### config.mk
export PLATFORM = sky130hd
export DESIGN_NAME = trace_port_sync
export DESIGN_NICKNAME = d
export VERILOG_FILES = /design/src/rtl/trace_port_pkg.sv /design/src/rtl/trace_cfg.sv /design/src/rtl/trace_clk_handover.sv /design/src/rtl/trace_slicer.sv /design/src/rtl/trace_port_sync.sv
export SDC_FILE = /design/constraint.sdc
export NUM_CORES = 1
export LEC_CHECK = 0
export BUFFER_PORTS_ARGS = -buffer_cell sky130_fd_sc_hd__buf_2
export CELL_PAD_IN_SITES_DETAIL_PLACEMENT = 1
export CELL_PAD_IN_SITES_GLOBAL_PLACEMENT = 1
export CORE_UTILIZATION = 41
export DETAILED_ROUTE_END_ITERATION = 8
export GPL_ROUTABILITY_DRIVEN = 0
export HOLD_SLACK_MARGIN = 0.12
export PLACE_DENSITY_LB_ADDON = 0.1
export SYNTH_ARGS = -nofsm -noshare
export SYNTH_HDL_FRONTEND = slang
export SYNTH_SLANG_ARGS = --single-unit
export TNS_END_PERCENT = 20
### constraint.sdc
create_clock -name clk -period 3.1 [get_ports clk]
set_input_delay 0.465 -clock clk [delete_from_list [all_inputs] [get_ports clk]]
set_output_delay 0.465 -clock clk [all_outputs]
set_load 0.02 [all_outputs]
### src/rtl/trace_port_pkg.sv
// Shared types and helpers for the synchronous trace port.
// Assumes byte-wide input and at most four data pins.
package trace_port_pkg;
    localparam int BYTE_W = 8;
    localparam int PINS_MAX = 4;

    typedef enum logic [1:0] {TW_1 = 2'd0, TW_2 = 2'd1, TW_4 = 2'd2} tw_e;

    // Map a port-size code to a width; unknown codes fall back to one pin.
    function automatic tw_e size_decode(input logic [3:0] code);
        case (code)
            4'h2:    return TW_2;
            4'h8:    return TW_4;
            default: return TW_1;
        endcase
    endfunction

    // Pins used at a width, as a shift amount.
    function automatic logic [2:0] width_bits(input tw_e w);
        case (w)
            TW_2:    return 3'd2;
            TW_4:    return 3'd4;
            default: return 3'd1;
        endcase
    endfunction

    // Index of the last slice of a byte at a width.
    function automatic logic [2:0] last_slice(input tw_e w);
        case (w)
            TW_2:    return 3'd3;
            TW_4:    return 3'd1;
            default: return 3'd7;
        endcase
    endfunction

    // Lowest slice of a byte, with unused pins zeroed.
    function automatic logic [PINS_MAX-1:0] low_slice(input logic [BYTE_W-1:0] b, input tw_e w);
        case (w)
            TW_2:    return {2'b00, b[1:0]};
            TW_4:    return b[3:0];
            default: return {3'b000, b[0]};
        endcase
    endfunction
endpackage

### src/rtl/trace_cfg.sv
// Holds the protocol and port-size fields and decodes them.
// Assumes the write strobe is already qualified by register decoding.
module trace_cfg
    import trace_port_pkg::*;
#(
    parameter logic [1:0] PROTO_RST = 2'b01,
    parameter logic [3:0] SIZE_RST  = 4'h1
) (
    input  logic       clk,
    input  logic       rst_n,
    input  logic       we,
    input  logic [1:0] proto_in,
    input  logic [3:0] size_in,
    output logic [1:0] proto_q,
    output logic [3:0] size_q,
    output logic       sync_mode,
    output tw_e        width
);
    // Field storage with reset values.
    always_ff @(posedge clk) begin
        if (!rst_n) begin
            proto_q <= PROTO_RST;
            size_q  <= SIZE_RST;
        end else if (we) begin
            proto_q <= proto_in;
            size_q  <= size_in;
        end
    end

    // Decode of the stored fields.
    always_comb begin
        sync_mode = (proto_q == 2'b00);
        width     = size_decode(size_q);
    end

    // Fields sit at their reset values on the edge that releases reset.
    assert_rst_vals_R1: assert property (@(posedge clk)
        (rst_n && !$past(rst_n)) |-> (proto_q == PROTO_RST && size_q == SIZE_RST));
    // A write lands on the next edge.
    assert_write_R1: assert property (@(posedge clk) disable iff (!rst_n)
        we |=> (proto_q == $past(proto_in) && size_q == $past(size_in)));
endmodule

### src/rtl/trace_clk_handover.sv
// Delays the trace I/O enable by HANDOVER clocks to produce the
// trace clock run enable. Assumes the enable input is synchronous to clk.
module trace_clk_handover #(
    parameter int HANDOVER = 2
) (
    input  logic clk,
    input  logic rst_n,
    input  logic io_en,
    output logic run
);
    logic [HANDOVER-1:0] stg_q;

    generate
        if (HANDOVER == 1) begin : g_one
            // Single stage delay.
            always_ff @(posedge clk) begin
                if (!rst_n) stg_q <= '0;
                else        stg_q <= io_en;
            end
        end else begin : g_chain
            // Shift chain of enable samples.
            always_ff @(posedge clk) begin
                if (!rst_n) stg_q <= '0;
                else        stg_q <= {stg_q[HANDOVER-2:0], io_en};
            end
        end
    endgenerate

    assign run = stg_q[HANDOVER-1];

    generate
        if (HANDOVER == 2) begin : g_chk
            // Clock starts only two edges after the enable was seen high.
            assert_start_R2: assert property (@(posedge clk) disable iff (!rst_n)
                $rose(run) |-> $past(io_en, 2));
            // Clock stops only two edges after the enable was seen low.
            assert_stop_R2: assert property (@(posedge clk) disable iff (!rst_n)
                $fell(run) |-> !$past(io_en, 2));
        end
    endgenerate
endmodule

### src/rtl/trace_slicer.sv
// Takes formatter bytes and drives them onto the data pins as slices of
// the width latched at each byte start. Assumes run and sync come from
// registers, so they are stable between edges.
module trace_slicer
    import trace_port_pkg::*;
(
    input  logic                clk,
    input  logic                rst_n,
    input  logic                run,
    input  logic                sync_mode,
    input  tw_e                 width,
    input  logic                in_valid,
    input  logic [BYTE_W-1:0]   in_data,
    output logic                in_ready,
    output logic [PINS_MAX-1:0] trace_d
);
    logic [BYTE_W-1:0] sh_q;
    logic [2:0]        rem_q;
    tw_e               w_q;
    logic              go;

    // Data moves only with the clock running in synchronous mode.
    always_comb begin
        go       = run && sync_mode;
        in_ready = go && (rem_q == 3'd0);
    end

    // Byte load, slice shift and idle handling.
    always_ff @(posedge clk) begin
        if (!rst_n) begin
            sh_q    <= '0;
            rem_q   <= '0;
            w_q     <= TW_1;
            trace_d <= '0;
        end else if (!go) begin
            rem_q   <= '0;
            trace_d <= '0;
        end else if (rem_q != 3'd0) begin
            trace_d <= low_slice(sh_q, w_q);
            sh_q    <= sh_q >> width_bits(w_q);
            rem_q   <= rem_q - 3'd1;
        end else if (in_valid) begin
            trace_d <= low_slice(in_data, width);
            sh_q    <= in_data >> width_bits(width);
            rem_q   <= last_slice(width);
            w_q     <= width;
        end else begin
            trace_d <= '0;
        end
    end

    // Non-synchronous protocol forces the pins low on the next edge.
    assert_quiet_R6: assert property (@(posedge clk) disable iff (!rst_n)
        !sync_mode |=> (trace_d == '0));
    // A stopped clock forces the pins low on the next edge.
    assert_stopped_R9: assert property (@(posedge clk) disable iff (!rst_n)
        !run |=> (trace_d == '0));
    // Pins outside the latched width stay low.
    assert_unused1_R5: assert property (@(posedge clk) disable iff (!rst_n)
        (w_q == TW_1) |-> (trace_d[3:1] == 3'b000));
    assert_unused2_R5: assert property (@(posedge clk) disable iff (!rst_n)
        (w_q == TW_2) |-> (trace_d[3:2] == 2'b00));
    // Width cannot change in the middle of a byte.
    assert_boundary_R7: assert property (@(posedge clk) disable iff (!rst_n)
        ($past(rem_q) != 3'd0) |-> $stable(w_q));
    // Slice count never exceeds the byte length at the latched width.
    assert_len_R4: assert property (@(posedge clk) disable iff (!rst_n)
        rem_q <= last_slice(w_q));
endmodule

### src/rtl/trace_port_sync.sv
// Top of the synchronous trace port: configuration fields, trace clock
// hand-over and byte slicer. Assumes all inputs are synchronous to clk.
module trace_port_sync
    import trace_port_pkg::*;
#(
    parameter logic [1:0] PROTO_RST = 2'b01,
    parameter logic [3:0] SIZE_RST  = 4'h1,
    parameter int         HANDOVER  = 2
) (
    input  logic                clk,
    input  logic                rst_n,
    input  logic                trace_io_en,
    input  logic                cfg_we,
    input  logic [1:0]          cfg_proto_in,
    input  logic [3:0]          cfg_size_in,
    output logic [1:0]          cfg_proto,
    output logic [3:0]          cfg_size,
    input  logic                in_valid,
    input  logic [BYTE_W-1:0]   in_data,
    output logic                in_ready,
    output logic                tclk_run,
    output logic [PINS_MAX-1:0] trace_d
);
    logic sync_mode;
    tw_e  width;

    trace_cfg #(.PROTO_RST(PROTO_RST), .SIZE_RST(SIZE_RST)) u_cfg (
        .clk(clk), .rst_n(rst_n), .we(cfg_we),
        .proto_in(cfg_proto_in), .size_in(cfg_size_in),
        .proto_q(cfg_proto), .size_q(cfg_size),
        .sync_mode(sync_mode), .width(width)
    );

    trace_clk_handover #(.HANDOVER(HANDOVER)) u_hand (
        .clk(clk), .rst_n(rst_n), .io_en(trace_io_en), .run(tclk_run)
    );

    trace_slicer u_slice (
        .clk(clk), .rst_n(rst_n), .run(tclk_run), .sync_mode(sync_mode),
        .width(width), .in_valid(in_valid), .in_data(in_data),
        .in_ready(in_ready), .trace_d(trace_d)
    );

    // Handshake only completes while the trace clock runs.
    assert_ready_run_R8: assert property (@(posedge clk) disable iff (!rst_n)
        in_ready |-> tclk_run);
endmodule

## Word-level counts from Yosys, hierarchy flattened

Index checks and enable logic that the tools add are counted.

- Bitwise operators: 1
- Muxes and demuxes: 19
- Shift operators: 2
- Add/sub/neg operators: 1
- Reductions and logical operators: 9
- Equality and inequality tests: 6

Operator list:

| cell | number |
|---|---|
| 3-bit 2-to-1 mux | 9 |
| 3-bit case mux with 2 select lines | 3 |
| 8-bit 2-to-1 mux | 2 |
| 4-bit case mux with 2 select lines | 2 |
| 8-bit by 3-bit right shift with 8-bit output | 2 |
| 4-bit 2-to-1 mux | 2 |
| 2-bit by 1-bit == test with 1-bit output (second input constant) | 2 |
| 2-bit == test (second input constant) | 2 |
| 4-bit by 2-bit == test with 1-bit output (second input constant) | 1 |
| 4-bit == test (second input constant) | 1 |
| 2-bit case mux with 2 select lines | 1 |
| 2-bit AND reduction | 2 |
| 3-bit logical NOT | 1 |
| 3-bit AND reduction | 1 |
| 3-bit nonzero test | 1 |
| 3-bit by 1-bit subtractor with 3-bit output (second input constant) | 1 |
| 1-bit logical AND | 2 |
| 2-bit logical NOT | 1 |
| 2-bit nonzero test | 1 |
| 1-bit NOT | 1 |

- Output and inout bits: 12
- Logic and storage cells: 45
- Input port bits: 19
- Register bits after elaboration: 25

## Depth between registers and ports, before layout

Gate-level depths: netlist of run 1.

- Depth in word-level cells: 11
- Depth in mapped cells: 8

## Cells and area by module

Synthesis of run 1 repeated with hierarchy kept, for this count alone.

- Cells, all modules: 190
- Area total of the unflattened synthesis: 1691.6 um2

By module, submodules not included:

| module | area each (um2) | instances | cells an instance |
|---|---|---|---|
| trace_slicer | 1393.8 | 1 | 164 |
| trace_cfg | 245.2 | 1 | 22 |
| trace_clk_handover | 52.6 | 1 | 4 |

## Worst setup path before layout of run 1

No wires, ideal clock.

- Kind: register to register
- Start point: register u_cfg.size_q[3]
- End point: register u_slice.sh_q[2]
- Buffers on the path: 1
- Slack: 0.464 ns
- Required time: 2.978 ns
- Arrival: 2.514 ns
- Stages on the path, launching flop included: 8
- Setup time: 0.122 ns
- Clock period less this slack: 2.636 ns
- Cell sequence: dfxtp_1 or4b_2 ha_1 clkbuf_8 mux4_2 or2_0 nand3_1 a31oi_1

- Word-level cells in the longest chain between the ends: 11
- Elaborated cells between the ends (all ways): 13
- Classes of those cells: eq/ne: 4; shift: 1; mux: 8

RTL lines:

| item | RTL line | text |
|---|---|---|
| start, declared | trace_cfg.sv:15 | `output logic [3:0] size_q,` |
| start signal, assigned | trace_cfg.sv:26 | `size_q <= size_in;` |
| 4-bit == test or 4-bit by 2-bit == test with 1-bit output (tied branches) | trace_port_pkg.sv:11 | `case (code)` |
| 2-bit case mux with 2 select lines (*) | trace_port_pkg.sv:11 |  |
| 2-bit == test or 2-bit by 1-bit == test with 1-bit output (tied branches) | trace_port_pkg.sv:20 | `case (w)` |
| 3-bit case mux with 2 select lines (*) | trace_port_pkg.sv:20 |  |
| 3-bit 2-to-1 mux (*) | trace_slicer.sv:42 | `end else if (in_valid) begin` |
| 3-bit 2-to-1 mux (*) | trace_slicer.sv:38 | `end else if (rem_q != 3'd0) begin` |
| 3-bit 2-to-1 mux (*) | trace_slicer.sv:35 | `end else if (!go) begin` |
| 3-bit 2-to-1 mux (*) | trace_slicer.sv:30 | `if (!rst_n) begin` |
| 8-bit by 3-bit right shift with 8-bit output (*) | trace_slicer.sv:44 | `sh_q <= in_data >> width_bits(width);` |
| 8-bit 2-to-1 mux (*) | trace_slicer.sv:42 |  |
| 8-bit 2-to-1 mux (*) | trace_slicer.sv:38 |  |
| end signal, assigned | trace_slicer.sv:40 | `sh_q <= sh_q >> width_bits(w_q);` |
| end signal, assigned | trace_slicer.sv:44 |  |
| end, declared | trace_slicer.sv:17 | `logic [BYTE_W-1:0] sh_q;` |

Mark *: on every way between the ends. The rest lies on a longest branch, timed or not. The select of a mux whose other input is x is not followed.
A chain may end at the register's enable or synchronous reset.

## Final worst setup path of run 1

- Start point: register u_cfg.size_q[2]
- End point: register u_slice.sh_q[3]

The elaborated chain is that of the path after synthesis.

==> results_dict.tcl, run 1 <==
set metrics [dict create \
    status "complete, no violations" \
    postLayoutSetupSlackWorst_ns 0.1901 \
    criticalPathCategory "reg -> reg" \
    fin_crit_ns 2.910 \
    arrival_ns 3.08 \
    leakagePower_nw 0.7221 \
    drcViolationCount 0 \
    regArea_um2 500.5 \
    drt-pass1-iter-count 4 \
    cts_tree "done" \
    start_util_pct 43.99 \
    final.setup.tns_ns 0 \
    overflow 0 \
    dp_hpwl_um 3623 \
    max_slew_margin_pct 57.01 \
    ir_drop_mv 0.1873 \
    path_clk_slew_ns 0.09 \
    syn_area_um2 1659 \
    clkLatencyLatePin_ns 0.27 \
    numPortBuffers 30 \
    hold-worst-slack_ns 0.3975 \
    grt_pass1_vias 1486 \
    die_area_um2 4305 \
    synth_nets 214 \
    grt_antenna_before_repair 0 \
    multiInputGateArea_um2 1052 \
    grt_max_degree 15 \
    cp.required_ns 3.27 \
    cts_hold_buffers 0 \
    crit_path_start "u_cfg.size_q[2]" \
    grt_pass1_wl_um 7700 \
    cts_buffers 3 \
    holdCritPathClass "in -> reg" \
    synth_flop_cell "dfxtp_1" \
    utilization_pct 49.24 \
    grtUsageTotal_pct 23.67 \
    synthCells 184 \
    synth_cell_types 44 \
    setup_viol 0 \
    ys_ff_latch 25 \
    wl_per_cell_um 17.63 \
    ys_top_cells_by_count "dfxtp_1, nor2_1, nand2_1" \
    async_reset_ff_share_pct 0 \
    worst_pin_slew_ns 0.6405 \
    num-fill-cells 469 \
    worstPathMaxFanout 12 \
    clock-root-buffer "clkbuf_8" \
    rsz0062_at_grt "false" \
    dp_slack_ns 0.1856 \
    yosysTopAreaCellShare_pct 30.17 \
    htree_levels 1 \
    post_cts_buffers 0 \
    io_pins 31 \
    ys_seq_area_share_pct 30.17 \
    period_share_pct 93.87 \
    yosysMostFrequentCell "dfxtp_1" \
    drtIter0Drc 83 \
    hold_start "trace_io_en" \
    drt_wl_total_um 4549 \
    synth_edf_count 0 \
    final_nets 241 \
    yosys-top-cells-area "dfxtp_1, ha_1, mux4_2, mux2i_1, nor2_1" \
    power.density_nw_per_um2 328.7 \
    drv_slew 0 \
    dieHeight_um 65.61 \
    start_kind "register" \
    maxCapViolCount 0 \
    viasPerCell 5.864 \
    syn_area_per_cell_um2 9.017 \
    area_growth_pct 11.92 \
    r2r-start "u_cfg.size_q[2]" \
    synth_top_area_cell "dfxtp_1" \
    ys_warn_count 0 \
    cts_resized 0 \
    cp-end-kind "register" \
    cts_sinks 25 \
    ctsLongestPathBuffers 2 \
    vias 1513 \
    finalHoldViolations 0 \
    diodes 0 \
    drive_above_1_share_pct 22.38 \
    fp.dieW_um 65.61 \
    finalClockSkew_ns 0.004617 \
    antenna_left 0 \
    core_um2 3771 \
    clock.fmax_ghz 0.3437 \
    rows 22 \
]
-- final timing paths --
check             depth (start not counted)         endpoint  slack [ns]
setup / recovery                          6  u_slice.sh_q[3]        0.19
hold / removal                            2  u_hand.stg_q[0]        0.40
setup reg to reg                          6  u_slice.sh_q[3]        0.19
hold reg to reg                           1  u_hand.stg_q[1]        0.44
-- state kept, by name (all words and copies together), names as in the netlist --
register         count
u_cfg.proto_q        2
u_slice.rem_q        3
u_cfg.size_q         4
u_slice.w_q          2
u_slice.sh_q         8
u_hand.stg_q         2
u_slice.trace_d      4
-- cells by family (layout without fill, tap and decap cells) --
| group | after synthesis | after routing | synth area share (%) |
|---|---|---|---|
| flops | 25 | 25 | 30.17 |
| simple gates | 67 | 67 | 20.74 |
| compound gates | 41 | 41 | 17.57 |
| fa+ha+maj | 11 | 11 | 8.296 |
| mux | 21 | 21 | 16.82 |
| buf+inv | 19 | 45 | 6.410 |
-- cell type report --
type                    instances  area share [%]
clock buffers                   4           2.426
multi-input cells             140           56.67
inverters                       9           1.819
repair buffers                 32           8.895
well taps                      48           3.235
flip-flops and latches         25           26.95
-- critical path, cell delays in order, from the launching register on --
cell and delay, ns:
dfxtp_1 0.34, or4b_2 0.77, ha_1 0.65, mux4_2 0.57
nor3_1 0.17, a311oi_1 0.08, a32o_1 0.22
-- per-stage QoR --
step                      std cells   power, W  cell area [µm²]
after detailed placement        254  0.0004227             1812
final                           258  0.0006104             1857
after global placement          254  0.0004197             1812
after CTS                       258  0.0006198             1857
after floorplan                 184  0.0003910             1659
after global routing            258  0.0006381             1857
-- power by group --
part | internal (W) | switching (W)
clock | 0.0000920 | 0.000103
sequential | 0.000328 | 0.00000549
combinational | 0.0000358 | 0.0000460
total | 0.000456 | 0.000155
-- per-layer routing --
layer | up-vias | track usage [%] | wire length, µm
li1 | 729 | - | -
met1 | 751 | 32.23 | 2073
met2 | 27 | 38.53 | 2238
met3 | 6 | 2.257 | 163
met4 | 0 | 8.696 | 74
met5 | - | 0 | 0
-- cell usage in the layout (no fill, tap or decap), drive strengths merged, types with 2 or more instances in the layout --
| cell | Yosys | final |
|---|---|---|
| nand3 | 7 | 7 |
| nor2 | 20 | 20 |
| o22ai | 2 | 2 |
| mux2i | 11 | 11 |
| mux4 | 5 | 5 |
| nor3b | 3 | 3 |
| a221oi | 2 | 2 |
| ha | 11 | 11 |
| nand3b | 4 | 4 |
| and2 | 2 | 2 |
| o21ai | 10 | 10 |
| a311oi | 4 | 4 |
| clkbuf | 4 | 4 |
| o2111ai | 2 | 2 |
| nand2 | 12 | 12 |
| o211ai | 2 | 2 |
| nor3 | 3 | 3 |
| nor2b | 6 | 6 |
| inv | 8 | 8 |
| dfxtp | 25 | 25 |
| buf | 6 | 32 |
| nor4 | 2 | 2 |
| a21oi | 9 | 9 |
| mux2 | 5 | 5 |
| a211oi | 5 | 5 |
Power figures use the tool's default switching activity.
==> run 2: changes to the inputs <==
- GPL_ROUTABILITY_DRIVEN: 0 -> not set
- RECOVER_POWER: not set -> 100
==> results_dict.tcl, run 2 (synthesis results as in run 1) <==
set metrics [dict create \
    status "complete, no violations" \
    diodes 0 \
    cp.required_ns 3.27 \
    vias 1507 \
    grtUsageTotal_pct 23.67 \
    die_area_um2 4305 \
    antenna_left 0 \
    most-common-layout-cells "dfxtp_1, nor2_1, buf_2" \
    grt_pass1_wl_um 7700 \
    fin_crit_ns 2.909 \
    setup_viol 0 \
    leakagePower_nw 0.6707 \
    io_pins 31 \
    cts_resized 0 \
    numPortBuffers 30 \
    largest_register_ffs 8 \
    dp.cells 254 \
    maxCapViolCount 0 \
    clock-root-buffer "clkbuf_8" \
    cp-end-kind "register" \
    finalClockSkew_ns 0.003292 \
    final.setup.tns_ns 0 \
    start_util_pct 43.99 \
    cts_hold_buffers 0 \
    grt_pass1_vias 1486 \
    power.density_nw_per_um2 330.1 \
    path_clk_slew_ns 0.09 \
    holdCritPathClass "in -> reg" \
    worst_pin_slew_ns 1.003 \
    core_um2 3771 \
    wl_per_cell_um 17.63 \
    ctsLongestPathBuffers 2 \
    fp.dieW_um 65.61 \
    gp_congestion 0.8660 \
    viasPerCell 5.841 \
    layout_commonest_cell "dfxtp_1" \
    grt_antenna_before_repair 0 \
    grt_max_degree 15 \
    period_share_pct 93.83 \
    rows 22 \
    arrival_ns 3.08 \
    drt_wl_total_um 4549 \
    dp_hpwl_um 3623 \
    drive_above_1_share_pct 15.71 \
    fin_cells 258 \
    dp_slack_ns 0.1856 \
    post_cts_buffers 0 \
    num-fill-cells 468 \
    clock.fmax_ghz 0.3438 \
    cts_buffers 3 \
    max_slew_margin_pct 32.44 \
    htree_levels 1 \
    postLayoutSetupSlackWorst_ns 0.1911 \
    area_growth_pct 10.71 \
    clkLatencyLatePin_ns 0.27 \
    drcViolationCount 0 \
    final_nets 241 \
    cts_tree "done" \
    drt-pass1-iter-count 4 \
    worstPathMaxFanout 12 \
    registers.top_by_ff_count "u_slice.sh_q" \
    dieHeight_um 65.61 \
    reg_top3 "u_slice.sh_q (8), u_cfg.size_q (4), u_slice.trace_d (4)" \
    start_kind "register" \
    drv_slew 0 \
    drtIter0Drc 81 \
    criticalPathCategory "reg -> reg" \
    overflow 0 \
    ir_drop_mv 0.1872 \
    rsz0062_at_grt "false" \
    finalHoldViolations 0 \
    cts_sinks 25 \
]
-- run 2: layout make-up --
| type | instances | area, µm² | area share (%) |
|---|---|---|---|
| clock buffer | 4 | 45.04 | 2.452 |
| timing repair buffer | 32 | 145.1 | 7.902 |
| tap | 48 | 60.06 | 3.270 |
| inverter | 9 | 33.78 | 1.839 |
| multi-input combinational | 140 | 1052 | 57.29 |
| sequential | 25 | 500.5 | 27.25 |
-- run 2: power by group --
group           total, W  internal, W  switching (W)
Clock           0.000193    0.0000919       0.000101
Sequential      0.000333     0.000328     0.00000565
Combinational  0.0000800    0.0000341      0.0000459
Total           0.000606     0.000454       0.000153
-- run 2: per-stage QoR --
step                instance area, µm²  util, %  power [W]  hold WS [ns]
floorplan                         1659        -  0.0003910        0.4119
global placement                  1812    48.04  0.0004197        0.4141
detailed placement                1812    48.04  0.0004227        0.4201
CTS                               1857    49.24  0.0006198        0.3944
global route                      1837    48.71  0.0006364        0.3942
finish                            1837    48.71  0.0006063        0.3995
-- run 2: worst paths after layout --
check / depth (start not counted) / end / slack (ns) / from
worst max-delay path: 6 / u_slice.sh_q[3] / 0.19 / u_cfg.size_q[2]
worst min-delay path: 2 / u_hand.stg_q[0] / 0.40 / trace_io_en
worst max register to register: 6 / u_slice.sh_q[3] / 0.19 / u_cfg.size_q[2]
worst min register to register: 1 / u_hand.stg_q[1] / 0.44 / u_hand.stg_q[0]
-- run 2: metal layers --
metal / share of wire, % / global-route usage, % / vias to the layer above
met1: 45 / 32.23 / 734
met4: 1.3 / 8.696 / 0
met3: 4.4 / 2.257 / 4
li1: - / - / 730
met2: 49 / 38.53 / 39
met5: 0 / 0 / -
-- run 2: worst max-delay path, cell delays in order, from the launching register on --
cell      delay [ns]
dfxtp_1         0.35
or4b_2          0.77
ha_1            0.65
mux4_2          0.57
nor3_1          0.17
a311oi_1        0.08
a32o_1          0.22
==> run 3: changes to the inputs <==
- CORE_UTILIZATION: 41 -> 43
- CTS_BUF_LIST: not set -> sky130_fd_sc_hd__clkbuf_2
- MAX_ROUTING_LAYER: not set -> met4
- clock period: 3.1 -> 3.3 ns (I/O delays scaled with it)
==> results_dict.tcl, run 3 (synthesis results as in run 1) <==
set metrics [dict create \
    status "complete, no violations" \
    io_pins 31 \
    gp_congestion 0.8577 \
    clkPwrFrac_pct 25.1 \
    dp_hpwl_um 3675 \
    pwr-share-seq_pct 60.2 \
    dieHeight_um 64.12 \
    drcViolationCount 0 \
    finalPower_w 0.0005234 \
    registers.top_by_ff_count "u_slice.sh_q" \
    worstPathMaxFanout 12 \
    finalClockSkew_ns 0.006253 \
    cts_buffers 3 \
    pwr-share-comb_pct 14.7 \
    grt_pass1_vias 1549 \
    final_nets 240 \
    cts_tree "done" \
    largest_register_ffs 8 \
    max_slew_margin_pct 51.14 \
    post_cts_buffers 0 \
    grt_pass1_wl_um 7603 \
    drive_above_1_share_pct 16.27 \
    clock.fmax_ghz 0.3354 \
    grt_antenna_before_repair 0 \
    holdCritPathClass "in -> reg" \
    overflow 0 \
    clock-root-buffer "clkbuf_2" \
    criticalPathCategory "reg -> reg" \
    numPortBuffers 30 \
    rsz0062_at_grt "false" \
    die_area_um2 4111 \
    setup_viol 0 \
    area_growth_pct 9.125 \
    viasPerCell 5.887 \
    vias 1513 \
    cts_resized 0 \
    rows 22 \
    drt-pass1-iter-count 4 \
    internal_power_w 0.0003695 \
    reg_top3 "u_slice.sh_q (8), u_cfg.size_q (4), u_slice.trace_d (4)" \
    cts_hold_buffers 0 \
    cts_sinks 25 \
    wl_per_cell_um 18.48 \
    arrival_ns 3.29 \
    antenna_left 0 \
    power.density_nw_per_um2 289.1 \
    p_switching_w 0.0001539 \
    ctsLongestPathBuffers 2 \
    most-common-layout-cells "dfxtp_1, nor2_1, buf_2" \
    p_sw_share_pct 29.40 \
    maxCapViolCount 0 \
    leakagePower_nw 0.6594 \
    finalHoldViolations 0 \
    grt_max_degree 16 \
    diodes 0 \
    htree_levels 1 \
    fin_crit_ns 2.982 \
    start_kind "register" \
    drt_wl_total_um 4749 \
    start_util_pct 44.98 \
    path_clk_slew_ns 0.26 \
    cp.required_ns 3.61 \
    grtUsageTotal_pct 25.08 \
    core_um2 3689 \
    drv_slew 0 \
    cp-end-kind "register" \
    period_share_pct 90.36 \
    final.setup.tns_ns 0 \
    fp.dieW_um 64.12 \
    ir_drop_mv 0.1263 \
    layout_commonest_cell "dfxtp_1" \
    drtIter0Drc 61 \
    clkLatencyLatePin_ns 0.37 \
    worst_pin_slew_ns 0.7314 \
]
[run 3: cell types whose count changed in the layout (fill, tap and decap cells not counted), sizes merged]
cell | before | now
clkbuf | 18 | 16
clkinvlp | 0 | 1
[run 3: path summary, 6_finish.rpt]
| path | startpoint | to | slack, ns | cells past startpoint |
|---|---|---|---|---|
| min | trace_io_en | u_hand.stg_q[0] | 0.32 | 2 |
| min reg2reg | u_hand.stg_q[0] | u_hand.stg_q[1] | 0.49 | 1 |
| max | u_cfg.size_q[2] | u_slice.sh_q[3] | 0.32 | 6 |
| max reg2reg | u_cfg.size_q[2] | u_slice.sh_q[3] | 0.32 | 6 |
[run 3: layout make-up]
| type | instances | area [µm²] |
|---|---|---|
| multi-input cells | 140 | 1052 |
| clock buffers | 3 | 15.01 |
| clock inverters | 1 | 7.507 |
| inverters | 9 | 33.78 |
| flip-flops and latches | 25 | 500.5 |
| fillers | 466 | 1878 |
| well taps | 48 | 60.06 |
| repair buffers | 31 | 141.4 |
[run 3: worst max-delay path, cell delays in order (launching register included)]
cell      delay, ns
dfxtp_1        0.40
or4b_2         0.77
ha_1           0.66
mux4_2         0.57
nor3_1         0.20
a311oi_1       0.09
a32o_1         0.24
[run 3: per-layer routing]
| layer | wire (µm) | track usage (%) | vias up |
|---|---|---|---|
| li1 | - | - | 731 |
| met2 | 2378 | 42.82 | 41 |
| met4 | 84 | 8.889 | 0 |
| met5 | 0 | - | - |
| met3 | 195 | 3.750 | 10 |
| met1 | 2091 | 29.98 | 731 |
[run 3: power groups by stage]
| stage | logic, W | clock network (W) | registers, W |
|---|---|---|---|
| finish | 0.0000770 | 0.000131 | 0.000315 |
| global route | 0.0000834 | 0.000147 | 0.000316 |
| CTS | 0.0000790 | 0.000132 | 0.000315 |
| detailed placement | 0.0000787 | 0 | 0.000320 |
| global placement | 0.0000745 | 0 | 0.000319 |
| floorplan | 0.0000424 | 0 | 0.000325 |
[run 3: metrics by stage]
stage	utilization [%]	area [µm²]	setup WS, ns	hold slack, ns	instances
after floorplan	-	1659	0.6644	0.4119	184
after global placement	48.91	1804	0.4804	0.4286	253
after detailed placement	48.91	1804	0.3161	0.4318	253
after CTS	49.53	1827	0.2957	0.3219	257
after global routing	49.08	1810	0.1879	0.2757	257
final	49.08	1810	0.3182	0.3186	257
